===== src/rtl/tfs_pkg.sv =====
package tfs_pkg;
    localparam int TFS_TEMP_W = 10;

    typedef logic signed [TFS_TEMP_W-1:0] tfs_temp_t;

    typedef enum logic [1:0] {
        ST_INIT = 2'd0,
        ST_ON   = 2'd1,
        ST_OFF  = 2'd2
    } tfs_state_e;

    typedef struct packed {
        tfs_temp_t trip;
        tfs_temp_t rel;
    } tfs_window_t;
endpackage


===== src/rtl/tfs_debounce.sv =====
module tfs_debounce #(
    parameter int DB_CYC = 4
) (
    input  logic clk,
    input  logic rst_n,
    input  logic raw_i,
    output logic acc_o
);
    localparam int CNT_W = (DB_CYC < 2) ? 1 : $clog2(DB_CYC + 1);

    typedef struct packed {
        logic             acc;
        logic [CNT_W-1:0] cnt;
    } db_t;

    db_t db_d, db_q;

    always_comb begin
        db_d = db_q;
        if (raw_i == db_q.acc) begin
            db_d.cnt = '0;
        end else if (db_q.cnt == CNT_W'(DB_CYC - 1)) begin
            db_d.acc = raw_i;
            db_d.cnt = '0;
        end else begin
            db_d.cnt = db_q.cnt + CNT_W'(1);
        end
    end

    always_ff @(posedge clk or negedge rst_n) begin
        if (!rst_n) db_q <= '0;
        else        db_q <= db_d;
    end

    assign acc_o = db_q.acc;


    accept_match_chk: assert property (@(posedge clk) disable iff (!rst_n)
        !$stable(db_q.acc) |-> ($past(raw_i) == db_q.acc));


    cnt_range_chk: assert property (@(posedge clk) disable iff (!rst_n)
        db_q.cnt < CNT_W'(DB_CYC));
endmodule


===== src/rtl/tfs_window.sv =====
module tfs_window
    import tfs_pkg::*;
#(
    parameter int N_OUT     = 2,
    parameter int TRIP_NORM = 170,
    parameter int REL_NORM  = 130,
    parameter int TRIP_FOLD = 110,
    parameter int REL_FOLD  = 80
) (
    input  logic [N_OUT-1:0] short_acc_i,
    output logic             fold_o,
    output tfs_window_t      win_o
);
    always_comb begin
        fold_o = |short_acc_i;
        if (fold_o) begin
            win_o.trip = tfs_temp_t'(TRIP_FOLD);
            win_o.rel  = tfs_temp_t'(REL_FOLD);
        end else begin
            win_o.trip = tfs_temp_t'(TRIP_NORM);
            win_o.rel  = tfs_temp_t'(REL_NORM);
        end
    end
endmodule


===== src/rtl/tfs_trip_fsm.sv =====
module tfs_trip_fsm
    import tfs_pkg::*;
(
    input  logic        clk,
    input  logic        rst_n,
    input  tfs_temp_t   temp_i,
    input  tfs_window_t win_i,
    output logic        pass_en_o
);
    typedef struct packed {
        tfs_state_e st;
    } fsm_t;

    fsm_t fsm_d, fsm_q;

    always_comb begin
        fsm_d = fsm_q;
        case (fsm_q.st)
            ST_INIT: fsm_d.st = (temp_i > win_i.trip) ? ST_OFF : ST_ON;
            ST_ON:   if (temp_i > win_i.trip) fsm_d.st = ST_OFF;
            ST_OFF:  if (temp_i <= win_i.rel) fsm_d.st = ST_ON;
            default: fsm_d.st = ST_INIT;
        endcase
    end

    always_ff @(posedge clk or negedge rst_n) begin
        if (!rst_n) fsm_q.st <= ST_INIT;
        else        fsm_q    <= fsm_d;
    end

    assign pass_en_o = (fsm_q.st == ST_ON);


    init_leave_chk: assert property (@(posedge clk) disable iff (!rst_n)
        (fsm_q.st == ST_INIT) |=> (fsm_q.st != ST_INIT));
endmodule


===== src/rtl/thermal_foldback_sup.sv =====
module thermal_foldback_sup
    import tfs_pkg::*;
#(
    parameter int N_OUT     = 2,
    parameter int DB_CYC    = 4,
    parameter int TRIP_NORM = 170,
    parameter int REL_NORM  = 130,
    parameter int TRIP_FOLD = 110,
    parameter int REL_FOLD  = 80
) (
    input  logic                         clk,
    input  logic                         rst_n,
    input  logic signed [TFS_TEMP_W-1:0] temp_i,
    input  logic [N_OUT-1:0]             short_i,
    output logic                         pass_en_o
);
    logic [N_OUT-1:0] short_acc;
    logic             fold;
    tfs_window_t      win;

    for (genvar gi = 0; gi < N_OUT; gi++) begin : g_db
        tfs_debounce #(.DB_CYC(DB_CYC)) u_db (
            .clk   (clk),
            .rst_n (rst_n),
            .raw_i (short_i[gi]),
            .acc_o (short_acc[gi])
        );
    end

    tfs_window #(
        .N_OUT     (N_OUT),
        .TRIP_NORM (TRIP_NORM),
        .REL_NORM  (REL_NORM),
        .TRIP_FOLD (TRIP_FOLD),
        .REL_FOLD  (REL_FOLD)
    ) u_win (
        .short_acc_i (short_acc),
        .fold_o      (fold),
        .win_o       (win)
    );

    tfs_trip_fsm u_fsm (
        .clk       (clk),
        .rst_n     (rst_n),
        .temp_i    (temp_i),
        .win_i     (win),
        .pass_en_o (pass_en_o)
    );


    norm_trip_chk: assert property (@(posedge clk) disable iff (!rst_n)
        (pass_en_o && !fold && temp_i > tfs_temp_t'(TRIP_NORM)) |=> !pass_en_o);


    norm_release_chk: assert property (@(posedge clk) disable iff (!rst_n)
        (!pass_en_o && !fold && temp_i <= tfs_temp_t'(REL_NORM)) |=> pass_en_o);


    fold_trip_chk: assert property (@(posedge clk) disable iff (!rst_n)
        (pass_en_o && fold && temp_i > tfs_temp_t'(TRIP_FOLD)) |=> !pass_en_o);


    fold_release_chk: assert property (@(posedge clk) disable iff (!rst_n)
        (!pass_en_o && fold && temp_i <= tfs_temp_t'(REL_FOLD)) |=> pass_en_o);


    cold_hold_chk: assert property (@(posedge clk) disable iff (!rst_n)
        (pass_en_o && temp_i < 0) |=> pass_en_o);
endmodule


===== config.mk =====
export PLATFORM = sky130hd
export DESIGN_NAME = thermal_foldback_sup
export DESIGN_NICKNAME = d
export VERILOG_FILES = /design/src/rtl/tfs_pkg.sv /design/src/rtl/tfs_debounce.sv /design/src/rtl/tfs_window.sv /design/src/rtl/tfs_trip_fsm.sv /design/src/rtl/thermal_foldback_sup.sv
export SDC_FILE = /design/constraint.sdc
export NUM_CORES = 1
export LEC_CHECK = 0
export BUFFER_PORTS_ARGS = -buffer_cell sky130_fd_sc_hd__buf_4
export CAP_MARGIN = 20
export CORE_ASPECT_RATIO = 0.75
export CORE_MARGIN = 2
export CORE_UTILIZATION = 25
export CTS_CLUSTER_SIZE = 24
export DETAILED_ROUTE_END_ITERATION = 10
export GPL_TIMING_DRIVEN = 0
export PLACE_DENSITY = 0.5
export SETUP_SLACK_MARGIN = 0.3
export SLEW_MARGIN = 20
export SYNTH_ARGS = -nofsm -noshare
export SYNTH_HDL_FRONTEND = slang
export SYNTH_HIERARCHICAL = 1
export SYNTH_SLANG_ARGS = --single-unit

===== constraint.sdc =====
create_clock -name clk -period 1.9 [get_ports clk]
set_input_delay 0.19 -clock clk [delete_from_list [all_inputs] [get_ports clk]]
set_output_delay 0.19 -clock clk [all_outputs]
set_load 0.02 [all_outputs]

# After elaboration in Yosys (flattened, before gate mapping)
# Index checks and enable logic that the tools add are counted.
dict set report totals {
  output_inout_bits 1
  regBits 10
}
dict set report classes {
  n_reduce_logical 5
  eq_ne 8
  mux 9
  magnitude_cmp 2
  bitwise_logic 2
  addsub 2
}
# op n
set ops {}
lappend ops {{18-bit 2-to-1 mux} 1}
lappend ops {{3-bit 2-to-1 mux} 4}
lappend ops {{10-bit by 9-bit > comparator with 1-bit output} 1}
lappend ops {{10-bit <= comparator} 1}
lappend ops {{3-bit by 1-bit adder with 3-bit output (second input constant)} 2}
lappend ops {{3-bit by 2-bit equality test with 1-bit output (second input constant)} 2}
lappend ops {{2-bit 2-to-1 mux} 3}
lappend ops {{2-bit case mux with 3 select lines} 1}
lappend ops {{2-bit AND reduction} 3}
lappend ops {{2-bit by 1-bit != test with 1-bit output (second input constant)} 2}
lappend ops {{1-bit equality test} 2}
lappend ops {{2-bit by 1-bit equality test with 1-bit output (second input constant)} 1}
lappend ops {{2-bit equality test (second input constant)} 1}
lappend ops {{2-bit logical NOT} 1}
lappend ops {{1-bit NOT} 2}
lappend ops {{2-bit OR reduction} 1}

# Longest topological paths before layout
dict set report logic_depth {
  ltp_word 5
  ltp_mapped 9
  mapped_depth_nobuf 8
}

# By module
# Netlist, hierarchy kept.
# mod cells_each n_inst seq_area_each_um2 area_each_um2
set by_module_without_submodules {}
lappend by_module_without_submodules {tfs_trip_fsm 78 1 50.0 609.3}
lappend by_module_without_submodules {tfs_debounce 11 2 100.1 166.4}
lappend by_module_without_submodules {tfs_window 23 1 0.0 160.2}

# Worst setup path after synthesis
# OpenSTA, ideal clock, no wires.
dict set report synth_timing {
  path_kind {register -> register}
  from {register g_db[1].u_db.db_q (netlist bit g_db[1].u_db/acc_o)}
  to {register u_fsm/fsm_q[0] (netlist bit)}
  arrival_ns 1.903
  setup_ns 0.066
  path_stages_with_launch 10
  n_path_buf 1
  synth_period_minus_slack_ns 1.969
  required_time_ns 1.834
  path_slack_ns -0.069
  path_cell_list {dfrtp_1 > nor2_1 > buf_4 > inv_1 > ha_1 > a21o_1 > a2111oi_4 > o2111ai_1 > nand3_1 > and3b_1}
}
# element line_no
set synth_lines {}
lappend synth_lines {{start, declared} tfs_debounce.sv:16} ;# db_t db_d, db_q;
lappend synth_lines {{start signal, assigned} tfs_debounce.sv:31} ;# if (!rst_n) db_q <= '0;
lappend synth_lines {{start signal, assigned} tfs_debounce.sv:32} ;# else db_q <= db_d;
lappend synth_lines {{end signal, assigned} tfs_trip_fsm.sv:28} ;# else fsm_q <= fsm_d;
lappend synth_lines {{end, declared} tfs_trip_fsm.sv:14} ;# fsm_t fsm_d, fsm_q;

==> flow_summary.json <==
{
  "vias_per_cell": 3.87,
  "yosysUniqueCellTypes": 30,
  "synth-main-ff-cell": "dfrtp_1",
  "synth_common_cells": "inv_1 (23), ha_1 (22), buf_4 (19), dfrtp_1 (10)",
  "critPathKind": "flip-flop to flip-flop",
  "wl_mm": 2.08,
  "combPwrFrac_pct": 59.8,
  "n_antenna_cell": 0,
  "drv_cap": 0,
  "internal_power_mw": 1.01,
  "h-tree-depth": 1,
  "ys_seq_elements": 10,
  "p_sw_share_pct": 34.3,
  "rrSetupSlack_ps": -60,
  "synth_area_leaders": "ha_1 (25%), dfrtp_1 (23%), buf_4 (13%)",
  "cp.arrival_ps": 2130,
  "cp_common_cell": "buf_4",
  "holdPathStages": 2,
  "p_leak_nw": 0.773,
  "critPathRequiredTime_ps": 2070,
  "grt_max_degree": 11,
  "avgRoutedWirePerCell_um": 9.70,
  "p_switching_mw": 0.525,
  "die_height_um": 61.5,
  "crit_cells": 9,
  "core-area_mm2": 0.00415,
  "max_freq_mhz": 509,
  "synth_top_cell_by_area": "ha_1",
  "failed_checks": "setup timing",
  "outcome": "finished, violations left",
  "place_area_mm2": 0.00135,
  "ant_nets": 0,
  "rows": 20,
  "min_path_type": "input port to flip-flop",
  "drive_gt1_share_pct": 36.5,
  "cp-start-kind": "flip-flop",
  "start_util_pct": 26.5,
  "path_clk_slew_ps": 50,
  "gr-total-overflow": 0,
  "r2r-start": "g_db[0].u_db/acc_o",
  "syn_to_final_growth_pct": 35.6,
  "cts_tree": "built",
  "drc_errors": 0,
  "clock_path_buffers": 2,
  "pre_cts_ws_ps": -117,
  "layout.area.seq_um2": 251,
  "crit_slowest_cell": "dfrtp_2",
  "crit_path_max_fanout": 3,
  "io_pins": 15,
  "startpoint": "g_db[0].u_db/acc_o",
  "setup_viol_count_final": 2,
  "fillers": 443,
  "grt_first_pass_wirelength_mm": 3.57,
  "root_buffer": "clkbuf_8",
  "synth-async-reset-ratio_pct": 100,
  "port_buffers": 14,
  "syn-cell-area_mm2": 0.00110,
  "critPathBufInv": 3,
  "synth_edf_count": 0,
  "fin_cells": 214,
  "min_period_ps": 1960,
  "crit_family": "compound AO/OA/AOI/OAI gates",
  "firstDrtPassIters": 4,
  "multi_input_area_um2": 727,
  "yosysMostFrequentCell": "inv_1",
  "power.density_mw_per_mm2": 1020,
  "dieArea_mm2": 0.00496,
  "final_util_pct": 36.0,
  "cts_sinks": 10,
  "max_stage_delay_ps": 420,
  "stdcell_area_mm2": 0.00150,
  "ff2ff_path_depth": 9,
  "pwr-share-clk_pct": 16.9,
  "timing.final.ws_setup_ps": -63.7,
  "timing_hold_violations_final": 0,
  "yosysSeqAreaShare_pct": 22.7,
  "min_period_over_period_pct": 103,
  "worstSkewPairLatency_ps": 230,
  "dp_hpwl_mm": 1.80,
  "synth_top_cell_area_share_pct": 25.0,
  "grt_setup_unrepaired": "yes",
  "nNetsFinal": 196,
  "drtIter0Drc": 31,
  "place_congestion": 0.795,
  "place_inst": 203,
  "die_x_um": 80.7,
  "crit_chain": "nor2_4 > buf_4 > buf_4 > inv_2 > ha_4 > a21o_1 > a2111oi_4 > a31oi_1 > and3b_1",
  "vias": 829,
  "finClkSkew_ps": 0.617,
  "end_kind": "flip-flop",
  "vdd_drop_max_uv": 294,
  "endpoint": "u_fsm/fsm_q[0]",
  "grtUsageTotal_pct": 9.59,
  "maxSlewViolCount": 0,
  "netlist_instances": 123,
  "r2r_end": "u_fsm/fsm_q[0]",
  "seq_power_share_pct": 23.3,
  "antenna_found_initial": 0,
  "cts_made_buffers": 3,
  "avgSynthCellArea_um2": 8.96,
  "grt_pass1_vias": 829,
  "yosysWarnings": 6
}
## area by class of cell
| class | count | area share (%) |
|---|---|---|
| flip-flops and latches | 10 | 16.8 |
| repair buffers | 21 | 10.7 |
| clock buffers | 4 | 3.68 |
| plain buffers | 19 | 9.79 |
| multi-input cells | 82 | 48.6 |
| inverters | 23 | 5.77 |
| well taps | 55 | 4.60 |
## metal layers
layer,up-vias,routed length (um),global-route usage (%)
li1,453,-,-
met2,11,960,16.7
met1,361,1020,11.7
met4,0,27,3.63
met3,4,67,2.35
met5,-,0,0
## power by group through the flow
stage / sequential (mW) / clock [mW] / combinational, mW
after floorplan: 0.340 / 0 / 0.590
final: 0.356 / 0.258 / 0.916
after CTS: 0.356 / 0.272 / 0.908
after detailed placement: 0.357 / 0 / 0.759
after global routing: 0.363 / 0.287 / 1.04
after global placement: 0.352 / 0 / 0.727
## registers in the layout, indices dropped and copies added (netlist names)
name	count
g_db.u_db/db_q	6
g_db.u_db/acc_o	2
u_fsm/fsm_q	2
## stage by stage
stage	hold slack, ps	TNS, ps	power [mW]
after floorplan	-106	0	0.931
after global placement	20.5	-131	1.08
after detailed placement	27.6	-197	1.12
after CTS	201	-121	1.54
after global routing	201	-300	1.69
final	208	-122	1.53
## logic make-up after synthesis
group	synth area share [%]
flip-flops	22.7
AO/OA/AOI/OAI	12.7
AND/OR/NAND/NOR	14.5
XOR/XNOR	1.59
multiplexers	2.04
buffers and inverters	20.8
adder cells (fa/ha/maj)	25.0
other	0.681
## cell usage in the layout (no fill, tap or decap), types with 2 or more instances in the layout
| cell | instances |
|---|---|
| o21ai_0 | 2 |
| mux2_2 | 2 |
| nor2b_4 | 2 |
| xnor2_1 | 2 |
| a2111oi_4 | 2 |
| buf_4 | 38 |
| nor3_1 | 2 |
| ha_4 | 2 |
| a21oi_1 | 4 |
| inv_1 | 21 |
| nand2_1 | 3 |
| nor2_1 | 2 |
| nand4_1 | 4 |
| clkbuf_8 | 4 |
| conb_1 | 13 |
| nor3b_1 | 4 |
| dfrtp_1 | 9 |
| inv_2 | 2 |
| nor2b_1 | 2 |
| a21o_1 | 3 |
| ha_1 | 19 |
## worst min-delay path by stage
| stage | from | endpoint | slack, ps |
|---|---|---|---|
| 2_1_floorplan | rst_n | g_db[0].u_db/acc_o | -110 |
| 3_3_place_gp | rst_n | g_db[0].u_db/db_q[2] | 20 |
| 3_5_place_dp | rst_n | g_db[0].u_db/db_q[1] | 30 |
| 4_1_cts | short_i[0] | g_db[0].u_db/acc_o | 200 |
| 5_1_grt | short_i[0] | g_db[0].u_db/acc_o | 200 |
| 6_report | short_i[1] | g_db[1].u_db/acc_o | 210 |
## timing repair
action | in CTS | in global routing
hold buffers | 1 | 0
hold endpoints to repair | 10 | 0
endpoints found under the setup margin | 2 | 2
resized for setup | 5 | 3
buffers inserted | 6 | 0
pin swaps | 6 | 12
No activity file was read; power rests on OpenSTA's default activity.
